## src/rtl/gws_pkg.sv

```systemverilog
package gws_pkg;

   typedef enum logic {
      RED_CHAIN = 1'b0,
      RED_TREE  = 1'b1
   } red_style_e;

   function automatic int unsigned ceil_log2(input int unsigned v);
      int unsigned r;
      r = 0;
      while ((64'd1 << r) < 64'(v)) r++;
      return r;
   endfunction

   function automatic longint unsigned full_scale(input int unsigned n, input int unsigned w);
      return longint'(n) * ((longint'(1) << w) - 1);
   endfunction

endpackage

```

## src/rtl/gws_in_stage.sv

```systemverilog
module gws_in_stage #(
   parameter int unsigned N_TERMS = 21,
   parameter int unsigned W_WIDTH = 9
) (
   input  logic                         clk,
   input  logic                         rst,
   input  logic [N_TERMS*W_WIDTH-1:0]   weights_d,
   input  logic [N_TERMS-1:0]           selects_d,
   output logic [N_TERMS*W_WIDTH-1:0]   weights_q,
   output logic [N_TERMS-1:0]           selects_q
);
   for (genvar k = 0; k < N_TERMS; k++) begin : g_term_reg
      always_ff @(posedge clk) begin
         if (rst) begin
            weights_q[k*W_WIDTH +: W_WIDTH] <= '0;
            selects_q[k]                    <= 1'b0;
         end else begin
            weights_q[k*W_WIDTH +: W_WIDTH] <= weights_d[k*W_WIDTH +: W_WIDTH];
            selects_q[k]                    <= selects_d[k];
         end
      end
   end
endmodule

```

## src/rtl/gws_term_gate.sv

```systemverilog
module gws_term_gate #(
   parameter int unsigned N_TERMS = 21,
   parameter int unsigned W_WIDTH = 9,
   parameter int unsigned SUM_W   = 14
) (
   input  logic [N_TERMS*W_WIDTH-1:0] weights,
   input  logic [N_TERMS-1:0]         selects,
   output logic [N_TERMS*SUM_W-1:0]   terms
);
   localparam int unsigned PAD_W = SUM_W - W_WIDTH;

   for (genvar k = 0; k < N_TERMS; k++) begin : g_gate
      logic [W_WIDTH-1:0] gated;
      assign gated = weights[k*W_WIDTH +: W_WIDTH] & {W_WIDTH{selects[k]}};
      if (PAD_W == 0) begin : g_nopad
         assign terms[k*SUM_W +: SUM_W] = gated;
      end else begin : g_pad
         assign terms[k*SUM_W +: SUM_W] = {{PAD_W{1'b0}}, gated};
      end
   end
endmodule

```

## src/rtl/gws_reduce.sv

```systemverilog
module gws_reduce
   import gws_pkg::*;
#(
   parameter int unsigned N_TERMS = 21,
   parameter int unsigned SUM_W   = 14,
   parameter red_style_e  STYLE   = RED_TREE
) (
   input  logic [N_TERMS*SUM_W-1:0] terms,
   output logic [SUM_W-1:0]         total
);
   localparam int unsigned LEVELS = ceil_log2(N_TERMS);
   localparam int unsigned LEAVES = 1 << LEVELS;
   localparam int unsigned NODES  = 2 * LEAVES - 1;
   localparam int unsigned FIRST  = LEAVES - 1;

   if (STYLE == RED_TREE) begin : g_tree
      // heap layout: node j sums children 2j+1 and 2j+2, leaves at FIRST..NODES-1
      logic [SUM_W-1:0] heap [NODES];
      for (genvar i = 0; i < LEAVES; i++) begin : g_leaf
         if (i < N_TERMS) begin : g_used
            assign heap[FIRST+i] = terms[i*SUM_W +: SUM_W];
         end else begin : g_zero
            assign heap[FIRST+i] = '0;
         end
      end
      for (genvar j = 0; j < FIRST; j++) begin : g_add
         assign heap[j] = heap[2*j+1] + heap[2*j+2];
      end
      assign total = heap[0];
   end else begin : g_chain
      logic [SUM_W-1:0] acc [N_TERMS+1];
      assign acc[0] = '0;
      for (genvar k = 0; k < N_TERMS; k++) begin : g_step
         assign acc[k+1] = acc[k] + terms[k*SUM_W +: SUM_W];
      end
      assign total = acc[N_TERMS];
   end
endmodule

```

## src/rtl/gws_out_stage.sv

```systemverilog
module gws_out_stage #(
   parameter int unsigned SUM_W = 14
) (
   input  logic             clk,
   input  logic             rst,
   input  logic [SUM_W-1:0] d,
   output logic [SUM_W-1:0] q
);
   always_ff @(posedge clk) begin
      if (rst) q <= '0;
      else     q <= d;
   end
endmodule

```

## src/rtl/gated_weight_summer.sv

```systemverilog
module gated_weight_summer
   import gws_pkg::*;
#(
   parameter int unsigned N_TERMS   = 21,
   parameter int unsigned W_WIDTH   = 9,
   parameter int unsigned SUM_W     = 14,
   parameter red_style_e  RED_STYLE = RED_TREE
) (
   input  logic                       clk,
   input  logic                       rst,
   input  logic [N_TERMS*W_WIDTH-1:0] weights_i,
   input  logic [N_TERMS-1:0]         selects_i,
   output logic [SUM_W-1:0]           sum_o
);
   localparam longint unsigned FULL  = full_scale(N_TERMS, W_WIDTH);
   localparam longint unsigned LIMIT = longint'(1) << SUM_W;

   if (N_TERMS < 1) begin : g_bad_terms
      $error("gated_weight_summer: N_TERMS must be at least 1");
   end
   if (W_WIDTH < 1 || W_WIDTH > SUM_W) begin : g_bad_width
      $error("gated_weight_summer: W_WIDTH must be 1..SUM_W");
   end
   if (SUM_W > 62 || FULL >= LIMIT) begin : g_bad_sum
      $error("gated_weight_summer: SUM_W too narrow for full-scale sum");
   end

   logic [N_TERMS*W_WIDTH-1:0] w_q;
   logic [N_TERMS-1:0]         s_q;
   logic [N_TERMS*SUM_W-1:0]   terms;
   logic [SUM_W-1:0]           total;

   gws_in_stage #(.N_TERMS(N_TERMS), .W_WIDTH(W_WIDTH)) u_in (
      .clk(clk), .rst(rst),
      .weights_d(weights_i), .selects_d(selects_i),
      .weights_q(w_q), .selects_q(s_q)
   );

   gws_term_gate #(.N_TERMS(N_TERMS), .W_WIDTH(W_WIDTH), .SUM_W(SUM_W)) u_gate (
      .weights(w_q), .selects(s_q), .terms(terms)
   );

   gws_reduce #(.N_TERMS(N_TERMS), .SUM_W(SUM_W), .STYLE(RED_STYLE)) u_red (
      .terms(terms), .total(total)
   );

   gws_out_stage #(.SUM_W(SUM_W)) u_out (
      .clk(clk), .rst(rst), .d(total), .q(sum_o)
   );
endmodule

```

## config.mk

```make
export PLATFORM = sky130hd
export DESIGN_NAME = gated_weight_summer
export DESIGN_NICKNAME = d
export VERILOG_FILES = /design/src/rtl/gws_pkg.sv /design/src/rtl/gws_in_stage.sv /design/src/rtl/gws_term_gate.sv /design/src/rtl/gws_reduce.sv /design/src/rtl/gws_out_stage.sv /design/src/rtl/gated_weight_summer.sv
export SDC_FILE = /design/constraint.sdc
export NUM_CORES = 1
export LEC_CHECK = 0
export BUFFER_PORTS_ARGS = -buffer_cell sky130_fd_sc_hd__buf_4
export CORE_ASPECT_RATIO = 1.4
export CORE_UTILIZATION = 60
export DETAILED_ROUTE_END_ITERATION = 7
export PLACE_DENSITY = 0.89
export SLEW_MARGIN = 25
export SYNTH_ARGS = -nofsm -noshare
export SYNTH_HDL_FRONTEND = slang
export SYNTH_SLANG_ARGS = --single-unit
export TNS_END_PERCENT = 1
```

## constraint.sdc

```tcl
create_clock -name clk -period 13.6 [get_ports clk]
set_input_delay 2.72 -clock clk [delete_from_list [all_inputs] [get_ports clk]]
set_output_delay 2.72 -clock clk [all_outputs]
set_load 0.01 [all_outputs]
```

# Yosys cells after proc, flatten, opt, wreduce, memory -nomap -nowiden
# Cells that the tools add are included.
# Widths: inputs -> output; s select.
# op_classes
n_addsub	20
n_bitwise	21
# op_table
operator	count
$and 9x9->9	21
$add 9x9->10	10
$add 10x10->11	4
$add 11x11->12	2
$add 10x14->14	1
$add 13x14->14	1
$add 14x9->14	1
$add 12x12->13	1
# word_totals
reg_bits	224
output_inout_bits	14

# Longest topological paths before layout
# Gate-level depths: netlist (run 1).
# logic_depth
depth_word	6
depth_mapped	24
depth_no_buf	24

# Hierarchy
# From an unflattened synthesis (run 1), not the netlist that was laid out.
# hier_totals
hier_cells	1421
hier_area_um2	14770.4
# by_module_without_submodules
mod	instances	seq_area_each_um2	cells_each	area_per_inst_um2
gws_reduce	1	0.0	654	6721.4
gws_in_stage	1	4204.0	443	5666.7
gws_term_gate	1	0.0	295	1974.4
gws_out_stage	1	280.3	29	407.9

# Worst setup path after synthesis (run 1)
# Ideal clock, no wire load.
# synth_timing
path_kind	reg2reg
from	register u_in.selects_q[4]
to	register u_out.q[9]
synth_period_minus_slack_ns	5.695
path_stages_with_launch	20
t_arrival_ns	5.572
n_path_buf	1
slack_ns	7.905
cell_sequence	dfxtp_1 -> clkbuf_1 -> and2_1 -> fa_1 -> inv_1 -> fa_1 -> fa_1 -> inv_1 -> fa_1 -> fa_1 -> inv_1 -> fa_1 -> inv_1 -> fa_1 -> fa_1 -> a21oi_2 -> o21ai_1 -> a21o_2 -> a31oi_4 -> mux2_1
# synth_via
elab_chain_len	6
# synth_rtl
element	line_no	rtl
start, declared	gws_in_stage.sv:10	output logic [N_TERMS-1:0] selects_q
start signal, assigned by index	gws_in_stage.sv:19	selects_q[k] <= selects_d[k];
$and 9x9->9	gws_term_gate.sv:14	assign gated = weights[k*W_WIDTH +: W_WIDTH] & {W_WIDTH{selects[k]}};
$add 9x9->10	gws_reduce.sv:27	assign heap[j] = heap[2*j+1] + heap[2*j+2];
$add 10x10->11	gws_reduce.sv:27	
$add 11x11->12	gws_reduce.sv:27	
$add 12x12->13	gws_reduce.sv:27	
$add 13x14->14	gws_reduce.sv:27	
end signal, assigned	gws_out_stage.sv:10	if (rst) q <= '0;
end signal, assigned	gws_out_stage.sv:11	else q <= d;
end, declared	gws_out_stage.sv:7	output logic [SUM_W-1:0] q
# No other way between the ends.
# A chain may end at the register's enable or synchronous reset.

# Worst setup path after layout (run 1)
# layout_timing
from	register u_in.selects_q[10]
to	register u_out.q[9]
# Same word-level chain as after synthesis.

==> results of run 1 <==
[sequential cells by signal, indices dropped and copies added (netlist names)]
| signal | cells |
|---|---|
| u_in.selects_q | 21 |
| u_in.weights_q | 189 |
| u_out.q | 14 |
[cells in the mapped netlist (2+ instances only)]
library cell,instances
nor2_1,20
xnor2_1,10
o21ai_1,4
a21o_1,2
inv_1,159
ha_1,40
mux2_1,2
o21ai_0,5
fa_1,158
nor3_1,3
o21bai_1,3
o21a_1,3
a21oi_2,3
a211oi_2,2
dfxtp_1,224
and2_1,87
buf_2,2
nand2_1,107
a21oi_1,8
nor2b_1,220
clkbuf_1,32
[final cells by class]
cell class	instances	share of cell area, %
Sequential cell	224	31.3
Clock inverter	11	0.881
Timing Repair Buffer	226	11.9
Multi-Input combinational cell	695	45.7
Inverter	159	4.16
Tap cell	248	2.16
Clock buffer	26	4.00
[power by group through the flow]
stage / logic [W] / clock network, W / registers [W]
global route: 0.000652 / 0.000627 / 0.000728
floorplan: 0.000404 / 0 / 0.000735
CTS: 0.000584 / 0.000600 / 0.000725
finish: 0.000583 / 0.000589 / 0.000725
global placement: 0.000551 / 0 / 0.000738
detailed placement: 0.000574 / 0 / 0.000738
[per-stage QoR]
step / utilization (%) / hold WS, ps
3_3_place_gp: 71.0 / 794
2_1_floorplan: - / 738
6_report: 74.6 / 824
4_1_cts: 74.6 / 822
5_1_grt: 74.6 / 850
3_5_place_dp: 71.0 / 804
[final timing paths]
path                        from         end  slack, ps  cells past startpoint
max           u_in.selects_q[10]  u_out.q[9]       7680                     17
min          u_in.weights_q[162]  u_out.q[0]        820                      4
max reg2reg   u_in.selects_q[10]  u_out.q[9]       7680                     17
min reg2reg  u_in.weights_q[162]  u_out.q[0]        820                      4
[per-layer routing]
layer | vias up | share of wire, % | track usage (%)
li1 | 3697 | - | -
met1 | 3840 | 35 | 27.6
met2 | 238 | 56 | 52.2
met3 | 83 | 4.0 | 3.71
met4 | 0 | 5.0 | 14.0
met5 | - | 0 | 0
[kinds of logic (layout without fill, tap and decap cells)]
logic type	after synthesis	count (layout)	share of synthesized area [%]
buffers and inverters	193	422	6.18
AND/OR/NAND/NOR	440	440	20.7
XOR/XNOR	11	11	0.819
AO/OA/AOI/OAI	42	42	2.63
flip-flops	224	224	38.1
adder cells (fa/ha/maj)	198	198	31.2
multiplexers	4	4	0.415
[critical path: stages, from the launching register on]
cell and delay (ps):
dfxtp_1 470, nand2_1 130, fa_1 550, inv_1 50, fa_1 500, fa_1 610, fa_1 450, fa_1 490
inv_1 50, fa_1 470, inv_1 50, fa_1 480, fa_1 440, a21oi_2 200, o21ai_1 80, a21o_2 260
a31oi_4 200, mux2_1 330
==> metrics.txt, run 1 <==
status=complete, no violations; Flop pwr share=between 30% and 40%; Pleak=6.76 nW; vias in the first global route=roughly 9000; crit path kind=flip-flop to flip-flop; antenna cells=0; # fillers=1234; dpl ws=~7700 ps; Remaining DRCs=0; vias=a little under 8000; Post-synth EDFFs=0; commonest cells after routing, fill and taps aside=225 x buf_4, 224 x dfxtp_1, 220 x nor2b_1, 159 x inv_1, 158 x fa_1; GRT Total Usage=27.0%; DR pass1 iterations=4; # setup viols final=0; Syn Area/Cell=between 10 and 15 µm²; GR Overflow Total=0; initial antenna violation count=0; Buffers on Ports=225; final wirelength=roughly 26000 µm; internal power=~0.0013 W; post-synth top area share=between 30% and 40%; RSZ-0062 raised after global routing=false; top cells by area, synth=dfxtp_1 38%, fa_1 27%, nor2b_1 12%, inv_1 5.1%, and2_1 4.6%; Psw=0.000574 W; Most used DFF post-synth=dfxtp_1; effective utilization at floorplan=between 60% and 70%; CTS root buffer=clkbuf_16; Setup Fix Bufs, Post-CTS=0; worst hold path type=flip-flop to flip-flop; YS warnings=0; CTS resizes=0; first-pass GRT wire length=approximately 42000 µm; Num Clock Sinks=approximately 220; peak supply drop=roughly 0.00011 V; P&R area growth vs syn=21.9%; fmax=169 MHz; clock power share=~31%; Tmin final=slightly below 6000 ps; commonest non-fill, non-tap cell in the layout=buf_4; fin worst setup slack=between 7000 and 8000 ps; CTS tree=done; htree depth=1; Yosys top cell by area=dfxtp_1; Max Cap Viol=0; worst skew pair latency=510 ps; number of synthesized register bits=224; startpoint types=flip-flop; Post-Syn Instances=about 1100; I/O pins=226; total CTS buffers=21; worst slew pin tran=just over 900 ps; dpl hpwl=a little over 20000 µm; FF/Latch Area=between 0.004 and 0.005 mm²; Worst-path clk slew=60 ps; # hold bufs at CTS=0; Die W=~120 µm; Placed Cells=1552; pwr/cell area=roughly 130 mW/mm²; Finished Layout Cells=around 1600; clk_skew=12.6 ps; multi-input gate area in the final layout=approximately 0.0065 mm²; Synth Net Count=around 1500; async set-or-reset flop fraction in the synthesized netlist=0%; row cnt=60; Logic pwr share=30.8%; post-route cell area=roughly 0.014 mm²; die area=around 0.02 mm²; Mapped Area=0.0118 mm²; fin nets=between 1500 and 2000; Hold Vio Cnt, Final=0; crit share post-route=43.6%; CP endpoint kind=flip-flop; share of post-route cells with drive strength above 1=about a fifth; Initial DRC Count=around 300; Core Region=~0.019 mm²; Max transition margin=between 30 and 40%; crit path DAT=approximately 6300 ps; sequential share of the synthesized area=between 30% and 40%; RePlAce Congestion=approximately 0.86; overall power=approximately 0.0019 W; largest net degree at the start of global routing=between 100 and 150; Net Sw Frac=approximately 30%; Unique masters post-synth=39; Worst Path Max Fanout=9; vias per cell=~4.9; Max Buffers Root-to-Sink=3; die height=168 µm; CP required=13990 ps; WL/cell=approximately 17 µm; setup TNS=0 ps; Final Max Slew Viols=0; placed instance area=0.0136 mm²; ANT nets after route=0
(Power assumes the default switching activity.)
==> inputs of run 2 (changes only) <==
- ABC_AREA: unset -> 1
- CORE_UTILIZATION: 60 -> 57
- PLACE_DENSITY: 0.89 -> 0.84
- clock period: 13.6 -> 5.7 ns (I/O delays scaled with it)
==> metrics.txt, run 2 <==
status=complete, no violations; Crit path max-delay family=adder cells; Final Max Slew Viols=0 (unchanged); worst hold path type=flip-flop to flip-flop; Pleak=8.80 nW (+30%); CTS resizes=0 (unchanged); antenna cells=0 (unchanged); Most used DFF post-synth=dfxtp_1; GRT Total Usage=25.8% (-1.2 points); row cnt=63 (+5.0%); Remaining DRCs=0 (unchanged); Worst-path clk slew=70 ps (about the same); crit path DAT=5790 ps (-520 ps); share of post-route cells with drive strength above 1=17.2% (-3.3 points); Top reg by flops=u_in.weights_q; Max transition margin=61.2% (+24 points); Syn Area/Cell=8.23 µm² (-22%); total CTS buffers=21 (unchanged); Unique masters post-synth=26 (-33%); Tmin final=5410 ps (-517 ps); Core Region=0.0212 mm² (+10%); Yosys top cell by area=dfxtp_1; crit share post-route=94.9% (+51 points); WL/cell=13.7 µm (-17%); Hold Vio Cnt, Final=0 (unchanged); htree depth=1 (unchanged); die height=176 µm (+5.1%); Post-Syn Instances=1501 (+35%); # fillers=1521 (+23%); worst skew pair latency=500 ps (about the same); r2r worst-path depth=20 (+3); ANT nets after route=0 (unchanged); dpl ws=170 ps (-7500 ps); Num Clock Sinks=224 (unchanged); dpl hpwl=21800 µm (+6.0%); clk_skew=8.70 ps (-3.94 ps); Setup Fix Bufs, Post-CTS=0 (unchanged); I/O pins=226 (unchanged); crit path kind=flip-flop to flip-flop; sequential share of the synthesized area=36.3% (-1.9 points); setup TNS=0 ps (unchanged); commonest cells after routing, fill and taps aside=485 x inv_1, 252 x nand2_1, 232 x nor2_1, 225 x buf_4, 210 x dfxtp_1; # hold bufs at CTS=0 (unchanged); placed instance area=0.0142 mm² (+4.2%); CTS tree=done; top-count cell post-synth=inv_1; DR pass1 iterations=4 (unchanged); Commonest cells post-synth=485 x inv_1, 252 x nand2_1, 232 x nor2_1; startpoint types=flip-flop; CP endpoint kind=flip-flop; Post-synth EDFFs=0 (unchanged); first-pass GRT wire length=44400 µm (+7.0%); post-route cell area=0.0149 mm² (+4.0%); commonest non-fill, non-tap cell in the layout=inv_1; Buffers on Ports=225 (unchanged); CP most frequent cell=fa_1; post-synth top area share=36.3% (-1.9 points); worst slew pin tran=582 ps (-353 ps); CP required=6090 ps (-7900 ps); slowest cell on the critical path=fa_1; Worst Path Max Fanout=9 (unchanged); CP Depth=20 (+3); Die W=126 µm (+5.1%); fmax=185 MHz (+9.6%); pwr/cell area=307 mW/mm² (+130%); Max Buffers Root-to-Sink=3 (unchanged); RePlAce Congestion=0.901 (+5.1%); final wirelength=27000 µm (+3.0%); largest net degree at the start of global routing=145 (+4.3%); initial antenna violation count=0 (unchanged); CTS root buffer=clkbuf_16; vias=9102 (+16%); peak supply drop=0.000201 V (+78%); max FFs per register=189 (unchanged); vias per cell=4.60 (-7.0%); Bufs and invs on worst path=4 (+1); Synth Net Count=1911 (+26%); fin worst setup slack=293 ps (-7380 ps); hold path cells=6 (+2); GR Overflow Total=0 (unchanged); number of synthesized register bits=224 (unchanged); final core occ=70.3% (-4.3 points); die area=0.0223 mm² (+10%); fin nets=2116 (+22%); top flop regs=u_in.weights_q x189, u_in.selects_q x21, u_out.q x14; # setup viols final=0 (unchanged); effective utilization at floorplan=58.3% (-2.9 points); top cells by area, synth=dfxtp_1 36%, fa_1 26%, inv_1 15%, nand2_1 7.7%, nor2_1 7.0%; Max Cap Viol=0 (unchanged); YS warnings=0 (unchanged); crit path cell chain=nand2_1 -> fa_1 -> inv_1 -> fa_1 -> inv_1 -> fa_1 -> inv_1 -> fa_1 -> fa_1 -> fa_1 -> fa_1 -> ha_1 -> nand2_2 -> inv_1 -> nand2_1 -> nand2_1 -> a21oi_1 -> nand2_1 -> nand2_1 -> nor2_1; CP max stage delay=580 ps (-30 ps); vias in the first global route=10006 (+13%); Initial DRC Count=399 (+32%); async set-or-reset flop fraction in the synthesized netlist=0% (unchanged); RSZ-0062 raised after global routing=false; P&R area growth vs syn=20.7%; Mapped Area=0.0124 mm² (+5.1%)
run 2: cell types whose count changed in the layout (fill, tap and decap cells not counted), moves of 4 or more:
cell     change
nand2_2      +7
nor2_2       +4
nand2_1    +145
xnor2_1      -8
dfxtp_1     -14
nand3_1      +9
nor2b_1    -220
dfxtp_2     +14
and2_1      -87
nor2_1     +212
a21oi_1      +7
inv_1      +326
run 2: worst reg2reg max path: stages, from the launching register on:
cell	delay, ps
dfxtp_1	500
nand2_1	140
fa_1	580
inv_1	60
fa_1	470
inv_1	60
fa_1	490
inv_1	50
fa_1	530
fa_1	450
fa_1	540
fa_1	420
ha_1	340
nand2_2	110
inv_1	40
nand2_1	50
nand2_1	60
a21oi_1	170
nand2_1	90
nand2_1	70
nor2_1	60
run 2: logic make-up (layout without fill, tap and decap cells):
family | count (synthesis) | count (layout) | synth area share (%)
compound gates | 24 | 24 | 1.03
xor+xnor | 5 | 5 | 0.354
fa+ha+maj | 198 | 198 | 29.6
buf+inv | 535 | 753 | 16.4
flops | 224 | 224 | 36.3
simple gates | 515 | 515 | 16.3
run 2: layout make-up:
class / count / area, µm² / area share [%]
sequential: 224 / 4500 / 30.2
inverter: 490 / 1840 / 12.3
tap: 260 / 325 / 2.18
multi-input combinational: 742 / 5850 / 39.2
clock buffer: 29 / 606 / 4.06
clock inverter: 7 / 73.8 / 0.495
timing repair buffer: 227 / 1720 / 11.5
run 2: final timing paths:
path	start	endpoint	slack [ps]
max	u_in.selects_q[16]	u_out.q[8]	290
min reg2reg	u_in.weights_q[162]	u_out.q[0]	780
min	u_in.weights_q[162]	u_out.q[0]	780
max reg2reg	u_in.selects_q[16]	u_out.q[8]	290
run 2: power breakdown:
part / leakage (nW) / switching [W] / total [W] / internal (W)
Combinational: 6.60 / 0.000856 / 0.00147 / 0.000618
Sequential: 1.87 / 0.0000507 / 0.00173 / 0.00168
Clock: 0.333 / 0.000582 / 0.00137 / 0.000790
Total: 8.80 / 0.00149 / 0.00458 / 0.00309
run 2: metrics by stage:
step,total power [W],cells,hold slack [ps]
final,0.00458,1979,781
after global routing,0.00486,1979,837
after CTS,0.00460,1979,795
after detailed placement,0.00322,1943,762
after global placement,0.00316,1943,779
after floorplan,0.00276,1501,707
run 2: layer usage:
metal  global-route usage [%]  part of all wire (%)  vias to the layer above
li1                         -                     -                     4485
met4                     15.5                   6.3                        0
met1                     26.0                    35                     4239
met5                        0                     0                        -
met2                     50.1                    55                      263
met3                     3.21                   4.1                      115
